$ cat config.mk
export PLATFORM = sky130hd
export DESIGN_NAME = trap_pipe
export DESIGN_NICKNAME = d
export VERILOG_FILES = /design/src/rtl/trap_pipe_pkg.sv /design/src/rtl/trap_stage.sv /design/src/rtl/trap_wb.sv /design/src/rtl/trap_pipe.sv
export SDC_FILE = /design/constraint.sdc
export NUM_CORES = 1
export LEC_CHECK = 0
export ABC_AREA = 0
export BUFFER_PORTS_ARGS = -buffer_cell sky130_fd_sc_hd__buf_2
export CAP_MARGIN = 5
export CORE_ASPECT_RATIO = 0.9
export CORE_MARGIN = 3
export CORE_UTILIZATION = 49
export DETAILED_ROUTE_END_ITERATION = 6
export HOLD_SLACK_MARGIN = 0.1
export MAX_ROUTING_LAYER = met4
export PLACE_DENSITY = 0.72
export SLEW_MARGIN = 10
export SYNTH_ARGS = -nofsm -noshare
export SYNTH_HDL_FRONTEND = slang
export SYNTH_SLANG_ARGS = --single-unit
$ cat constraint.sdc
create_clock -name clk -period 2 [get_ports clk]
set_input_delay 0.6 -clock clk [delete_from_list [all_inputs] [get_ports clk]]
set_output_delay 0.6 -clock clk [all_outputs]
set_load 0.05 [all_outputs]
$ cat src/rtl/trap_pipe_pkg.sv
package trap_pipe_pkg;
   // Placeholder per-stage data transform
   typedef enum logic [0:0] {
      XF_ADD    = 1'b0,   // stage s adds s+1
      XF_ROTXOR = 1'b1    // stage s rotates left by one, then xors s+1
   } xform_e;

   function automatic int idx_width(input int n);
      return (n > 1) ? $clog2(n) : 1;
   endfunction
endpackage

$ cat src/rtl/trap_stage.sv
module trap_stage
   import trap_pipe_pkg::*;
#(
   parameter int     DATA_W   = 32,
   parameter int     IDX_W    = 5,
   parameter int     CAUSE_W  = 3,
   parameter int     SIDX_W   = 2,
   parameter int     STAGE_ID = 0,
   parameter xform_e XFORM    = XF_ADD
) (
   input  logic               clk,
   input  logic               rst_n,
   input  logic               flush,
   input  logic               in_vld,
   input  logic [DATA_W-1:0]  in_data,
   input  logic [IDX_W-1:0]   in_dst,
   input  logic               in_trap,
   input  logic [CAUSE_W-1:0] in_cause,
   input  logic [SIDX_W-1:0]  in_sidx,
   input  logic               flt_req,
   input  logic [CAUSE_W-1:0] flt_cause,
   output logic               out_vld,
   output logic [DATA_W-1:0]  out_data,
   output logic [IDX_W-1:0]   out_dst,
   output logic               out_trap,
   output logic [CAUSE_W-1:0] out_cause,
   output logic [SIDX_W-1:0]  out_sidx
);
   localparam logic [DATA_W-1:0] K = DATA_W'(STAGE_ID + 1);

   logic [DATA_W-1:0]  nxt_data;
   logic               nxt_trap;
   logic [CAUSE_W-1:0] nxt_cause;
   logic [SIDX_W-1:0]  nxt_sidx;

   generate
      if (XFORM == XF_ADD) begin : g_add
         assign nxt_data = in_data + K;
      end else begin : g_rotxor
         assign nxt_data = {in_data[DATA_W-2:0], in_data[DATA_W-1]} ^ K;
      end
   endgenerate

   // An earlier mark wins; a new mark is taken only when none exists yet
   always_comb begin
      nxt_trap  = in_trap;
      nxt_cause = in_cause;
      nxt_sidx  = in_sidx;
      if (!in_trap && flt_req) begin
         nxt_trap  = 1'b1;
         nxt_cause = flt_cause;
         nxt_sidx  = SIDX_W'(STAGE_ID);
      end
   end

   always_ff @(posedge clk) begin
      if (!rst_n || flush) begin
         out_vld   <= 1'b0;
         out_data  <= '0;
         out_dst   <= '0;
         out_trap  <= 1'b0;
         out_cause <= '0;
         out_sidx  <= '0;
      end else begin
         out_vld   <= in_vld;
         out_data  <= nxt_data;
         out_dst   <= in_dst;
         out_trap  <= in_vld & nxt_trap;
         out_cause <= in_vld ? nxt_cause : '0;
         out_sidx  <= in_vld ? nxt_sidx : '0;
      end
   end
endmodule

$ cat src/rtl/trap_wb.sv
module trap_wb #(
   parameter int DATA_W     = 32,
   parameter int IDX_W      = 5,
   parameter int CAUSE_W    = 3,
   parameter int SIDX_W     = 2,
   parameter int SINK_COUNT = 1
) (
   input  logic               clk,
   input  logic               rst_n,
   input  logic               flush,
   input  logic               in_vld,
   input  logic [DATA_W-1:0]  in_data,
   input  logic [IDX_W-1:0]   in_dst,
   input  logic               in_trap,
   input  logic [CAUSE_W-1:0] in_cause,
   input  logic [SIDX_W-1:0]  in_sidx,
   output logic               wb_en,
   output logic [IDX_W-1:0]   wb_dst,
   output logic [DATA_W-1:0]  wb_data,
   output logic               trap_stb,
   output logic [CAUSE_W-1:0] trap_cause,
   output logic [SIDX_W-1:0]  trap_stage,
   output logic [IDX_W-1:0]   trap_dst
);
   logic is_sink, do_wr, do_trap;

   assign is_sink = (int'(in_dst) < SINK_COUNT);
   assign do_wr   = in_vld & ~in_trap & ~is_sink;
   assign do_trap = in_vld &  in_trap & ~is_sink;

   always_ff @(posedge clk) begin
      if (!rst_n || flush) begin
         wb_en      <= 1'b0;
         wb_dst     <= '0;
         wb_data    <= '0;
         trap_stb   <= 1'b0;
         trap_cause <= '0;
         trap_stage <= '0;
         trap_dst   <= '0;
      end else begin
         wb_en      <= do_wr;
         wb_dst     <= do_wr ? in_dst : '0;
         wb_data    <= do_wr ? in_data : '0;
         trap_stb   <= do_trap;
         trap_cause <= do_trap ? in_cause : '0;
         trap_stage <= do_trap ? in_sidx : '0;
         trap_dst   <= do_trap ? in_dst : '0;
      end
   end
endmodule

$ cat src/rtl/trap_pipe.sv
module trap_pipe
   import trap_pipe_pkg::*;
#(
   parameter int     DATA_W     = 32,
   parameter int     IDX_W      = 5,
   parameter int     CAUSE_W    = 3,
   parameter int     STAGES     = 4,
   parameter int     SINK_COUNT = 1,
   parameter xform_e XFORM      = XF_ADD,
   localparam int    SIDX_W     = idx_width(STAGES)
) (
   input  logic                        clk,
   input  logic                        rst_n,
   input  logic                        flush,
   input  logic                        iss_vld,
   input  logic [DATA_W-1:0]           iss_data,
   input  logic [IDX_W-1:0]            iss_dst,
   input  logic [STAGES-1:0]           flt_req,
   input  logic [STAGES*CAUSE_W-1:0]   flt_cause,
   output logic                        wb_en,
   output logic [IDX_W-1:0]            wb_dst,
   output logic [DATA_W-1:0]           wb_data,
   output logic                        trap_stb,
   output logic [CAUSE_W-1:0]          trap_cause,
   output logic [SIDX_W-1:0]           trap_stage,
   output logic [IDX_W-1:0]            trap_dst
);
   generate
      if (STAGES < 2) begin : g_bad_stages
         $error("trap_pipe: STAGES must be at least 2");
      end
      if (DATA_W < 2) begin : g_bad_width
         $error("trap_pipe: DATA_W must be at least 2");
      end
      if (CAUSE_W < 1) begin : g_bad_cause
         $error("trap_pipe: CAUSE_W must be at least 1");
      end
      if (SINK_COUNT < 1 || SINK_COUNT >= (1 << IDX_W)) begin : g_bad_sink
         $error("trap_pipe: SINK_COUNT must lie in 1 .. 2**IDX_W-1");
      end
   endgenerate

   // Slot 0 is the issue port; slot s+1 is the register of stage s
   logic               v_q [STAGES+1];
   logic [DATA_W-1:0]  d_q [STAGES+1];
   logic [IDX_W-1:0]   r_q [STAGES+1];
   logic               t_q [STAGES+1];
   logic [CAUSE_W-1:0] c_q [STAGES+1];
   logic [SIDX_W-1:0]  s_q [STAGES+1];

   assign v_q[0] = iss_vld;
   assign d_q[0] = iss_data;
   assign r_q[0] = iss_dst;
   assign t_q[0] = 1'b0;
   assign c_q[0] = '0;
   assign s_q[0] = '0;

   generate
      for (genvar g = 0; g < STAGES; g++) begin : g_stage
         trap_stage #(
            .DATA_W  (DATA_W),
            .IDX_W   (IDX_W),
            .CAUSE_W (CAUSE_W),
            .SIDX_W  (SIDX_W),
            .STAGE_ID(g),
            .XFORM   (XFORM)
         ) u_stg (
            .clk      (clk),
            .rst_n    (rst_n),
            .flush    (flush),
            .in_vld   (v_q[g]),
            .in_data  (d_q[g]),
            .in_dst   (r_q[g]),
            .in_trap  (t_q[g]),
            .in_cause (c_q[g]),
            .in_sidx  (s_q[g]),
            .flt_req  (flt_req[g]),
            .flt_cause(flt_cause[g*CAUSE_W +: CAUSE_W]),
            .out_vld  (v_q[g+1]),
            .out_data (d_q[g+1]),
            .out_dst  (r_q[g+1]),
            .out_trap (t_q[g+1]),
            .out_cause(c_q[g+1]),
            .out_sidx (s_q[g+1])
         );
      end
   endgenerate

   trap_wb #(
      .DATA_W    (DATA_W),
      .IDX_W     (IDX_W),
      .CAUSE_W   (CAUSE_W),
      .SIDX_W    (SIDX_W),
      .SINK_COUNT(SINK_COUNT)
   ) u_wb (
      .clk       (clk),
      .rst_n     (rst_n),
      .flush     (flush),
      .in_vld    (v_q[STAGES]),
      .in_data   (d_q[STAGES]),
      .in_dst    (r_q[STAGES]),
      .in_trap   (t_q[STAGES]),
      .in_cause  (c_q[STAGES]),
      .in_sidx   (s_q[STAGES]),
      .wb_en     (wb_en),
      .wb_dst    (wb_dst),
      .wb_data   (wb_data),
      .trap_stb  (trap_stb),
      .trap_cause(trap_cause),
      .trap_stage(trap_stage),
      .trap_dst  (trap_dst)
   );
endmodule

==> flow_summary.json <==
{
  "coreArea_mm2": 0.0165,
  "reg2reg_slack_ns": -0.009,
  "cap_violations": 0,
  "worst_slack_ns": -0.00854,
  "fin_hold_ws_ns": 0.297,
  "min-delay-path-class": "in -> reg",
  "die_h_um": 131,
  "netlist_top_cells_count": "dfxtp_1 (222), and2_1 (79), nor2_1 (70)",
  "synth_top_cell_by_area": "dfxtp_1",
  "cts_tree": "built",
  "slew_violations": 0,
  "grt_setup_unrepaired": "true",
  "yosysSeqAreaShare_pct": 52.6,
  "drive_gt1_share_pct": 25.0,
  "crit_type": "reg -> reg",
  "stdcell_count": 1285,
  "grt-ovfl-total": 0,
  "place_congestion": 0.867,
  "antenna_left": 0,
  "cts_buffer_depth": 3,
  "syn-cell-area_mm2": 0.00845,
  "dp_hpwl_um": 11200,
  "drt_pre_antenna_iters": 5,
  "yosys_register_bits": 222,
  "p_leak_nw": 4.04,
  "syn_nets": 958,
  "yosys.cell_types.count": 42,
  "worst_slew_pin_slew_ns": 0.495,
  "die_w_um": 144,
  "hold_depth": 2,
  "synthCells": 897,
  "drc": 0,
  "power_density_mw_per_mm2": 868,
  "diodes": 0,
  "endpoint_kind": "flop",
  "initial_core_util_pct": 51.1,
  "worstReg2RegEnd": "g_stage[1].u_stg.out_data[27]$_SDFF_PP0_",
  "synthFlopType": "dfxtp_1",
  "fillCellCount": 1390,
  "synth_warnings": 0,
  "io_buffers": 105,
  "numCtsBuffers": 22,
  "routed_via_density": 5.11,
  "path_clk_slew_ns": 0.06,
  "startpoint": "g_stage[0].u_stg.out_data[1]$_SDFF_PP0_",
  "area_growth_pct": 25.2,
  "status": "finished with violations",
  "grt_use_total_pct": 17.3,
  "final-hold-violation-count": 0,
  "max_slew_margin_pct": 66.5,
  "cp-start-kind": "flop",
  "wl_per_cell_um": 12.3,
  "rows": 44,
  "violations": "negative setup slack",
  "hold_path_end": "g_stage[0].u_stg.out_dst[2]$_SDFF_PP0_",
  "cts_hold_buf": 0,
  "clkSinkCount": 222,
  "timing.fmax_mhz": 498,
  "routed_wl_um": 15800,
  "insertion_delay_ns": 0.50,
  "r2r-start": "g_stage[0].u_stg.out_data[1]$_SDFF_PP0_",
  "cp.arrival_ns": 2.43,
  "dp_cells": 1242,
  "dieArea_mm2": 0.0189,
  "nNetsFinal": 1123,
  "setup_violations": 1,
  "synth-async-reset-ratio_pct": 0,
  "r2r_cells": 5,
  "synth_edf_count": 0,
  "cp_max_fo": 5,
  "grt_pass1_vias": 5705,
  "yosysMostFrequentCell": "dfxtp_1",
  "cts_root_buffer": "clkbuf_16",
  "grt_pass1_wl_um": 26600,
  "min_from": "iss_dst[2]",
  "ir_worst_vdd_mv": 0.506,
  "htree_levels": 1,
  "drt_iter0_drc": 292,
  "period_share_pct": 100,
  "antenna_found_initial": 0,
  "yosys-top-cells-area": "dfxtp_1 (53%), and2_1 (5.9%), a21oi_1 (4.1%), or4_1 (4.0%), o31ai_1 (3.6%)",
  "ioPinCount": 106,
  "grt_max_degree": 44,
  "cp.required_ns": 2.43,
  "synth_top_cell_area_share_pct": 52.6,
  "fin_skew_ns": 0.0144,
  "post-route-min-period_ns": 2.01,
  "total_power_w": 0.00918,
  "num_vias": 6572,
  "synth.avg_cell_area_um2": 9.42
}
[layer usage]
layer,up-vias,routed length [µm],global-route usage (%)
met5,-,0,-
met4,0,397,4.33
met3,30,676,2.73
met2,153,7110,27.5
met1,2866,7610,23.4
li1,3523,-,-
[metrics by stage]
stage | setup WS, ns | setup TNS (ns) | instance area, µm² | util (%)
floorplan | -0.0377 | -0.0527 | 8490 | -
global placement | -0.208 | -1.96 | 9690 | 58.7
detailed placement | -0.242 | -2.63 | 9690 | 58.7
CTS | 0.00275 | 0 | 10500 | 63.6
global route | -0.0433 | -0.307 | 10600 | 64.0
finish | -0.00854 | -0.00854 | 10600 | 64.0
[worst max-delay path by stage]
stage,to,slack [ns],cells after the start
floorplan,g_stage[0].u_stg.out_data[30]$_SDFF_PP0_,-0.04,5
global placement,g_stage[0].u_stg.out_data[16]$_SDFF_PP0_,-0.21,6
detailed placement,g_stage[0].u_stg.out_data[16]$_SDFF_PP0_,-0.24,6
CTS,g_stage[1].u_stg.out_data[29]$_SDFF_PP0_,0.003,5
global route,g_stage[1].u_stg.out_data[31]$_SDFF_PP0_,-0.04,5
finish,g_stage[1].u_stg.out_data[27]$_SDFF_PP0_,-0.009,5
[report_power, final]
group          internal [W]  leakage, nW  total (W)  switching (W)
Combinational      0.000173         1.86   0.000364       0.000190
Sequential          0.00448         1.80    0.00453      0.0000449
Clock               0.00265        0.379    0.00429        0.00164
Total               0.00731         4.04    0.00918        0.00188
[logic make-up after synthesis]
logic type	Yosys count	share of synthesized area (%)
AO/OA/AOI/OAI	144	9.88
multiplexers	14	1.66
AND/OR/NAND/NOR	402	27.5
adder cells (fa/ha/maj)	4	0.593
flip-flops	222	52.6
buffers and inverters	70	3.51
XOR/XNOR	41	4.25
[state kept, by name, indices dropped and copies added (netlist names)]
| name | count |
|---|---|
| g_stage.u_stg.out_vld | 4 |
| g_stage.u_stg.out_trap | 4 |
| u_wb.trap_dst | 5 |
| u_wb.wb_dst | 5 |
| u_wb.trap_stb | 1 |
| u_wb.trap_stage | 2 |
| g_stage.u_stg.out_cause | 12 |
| u_wb.trap_cause | 3 |
| u_wb.wb_data | 32 |
| u_wb.wb_en | 1 |
| g_stage.u_stg.out_sidx | 5 |
| g_stage.u_stg.out_dst | 20 |
| g_stage.u_stg.out_data | 128 |
[what timing repair did]
item,CTS,global route
setup buffers,1,1
gates cloned,1,0
pin swaps,3,4
resized for setup,3,20
endpoints found under the setup margin,12,23
[critical path: stages (launching register included)]
cell	delay, ns
dfxtp_2	0.35
ha_4	0.15
nand4_4	0.13
or4_4	0.60
or4_1	0.55
a21oi_2	0.15
[area by class of cell]
class                      count  area (µm²)  share of cell area (%)
clock buffer                  28         593                    5.61
clock inverter                12         189                    1.79
sequential                   222        4450                    42.1
timing repair buffer         185        1150                    10.9
multi-input combinational    606        3830                    36.2
tap                          207         259                    2.45
inverter                      25        93.8                   0.887
[cell usage in the layout, fill, tap and decap left out, types with 3 or more instances in the layout]
cell type,n
nand3_2,3
xnor2_1,16
clkbuf_1,4
buf_4,77
or4_4,8
a21oi_2,5
and4_2,3
or2_2,4
bufinv_16,4
o21ai_0,30
or4_1,42
nor2b_1,5
nand2b_1,5
o31ai_1,40
dfxtp_2,8
and4_1,9
buf_2,105
nand2_1,45
or3_1,27
dfxtp_1,214
a21oi_1,64
nand4_1,29
xor2_1,25
inv_1,25
nor2_1,69
and2_1,79
clkbuf_16,22
mux2i_1,14
and3_1,8
nand3_1,33
nor4_1,13
inv_6,3
nor3_1,4
Note: power is estimated with default switching activity, not from simulation.
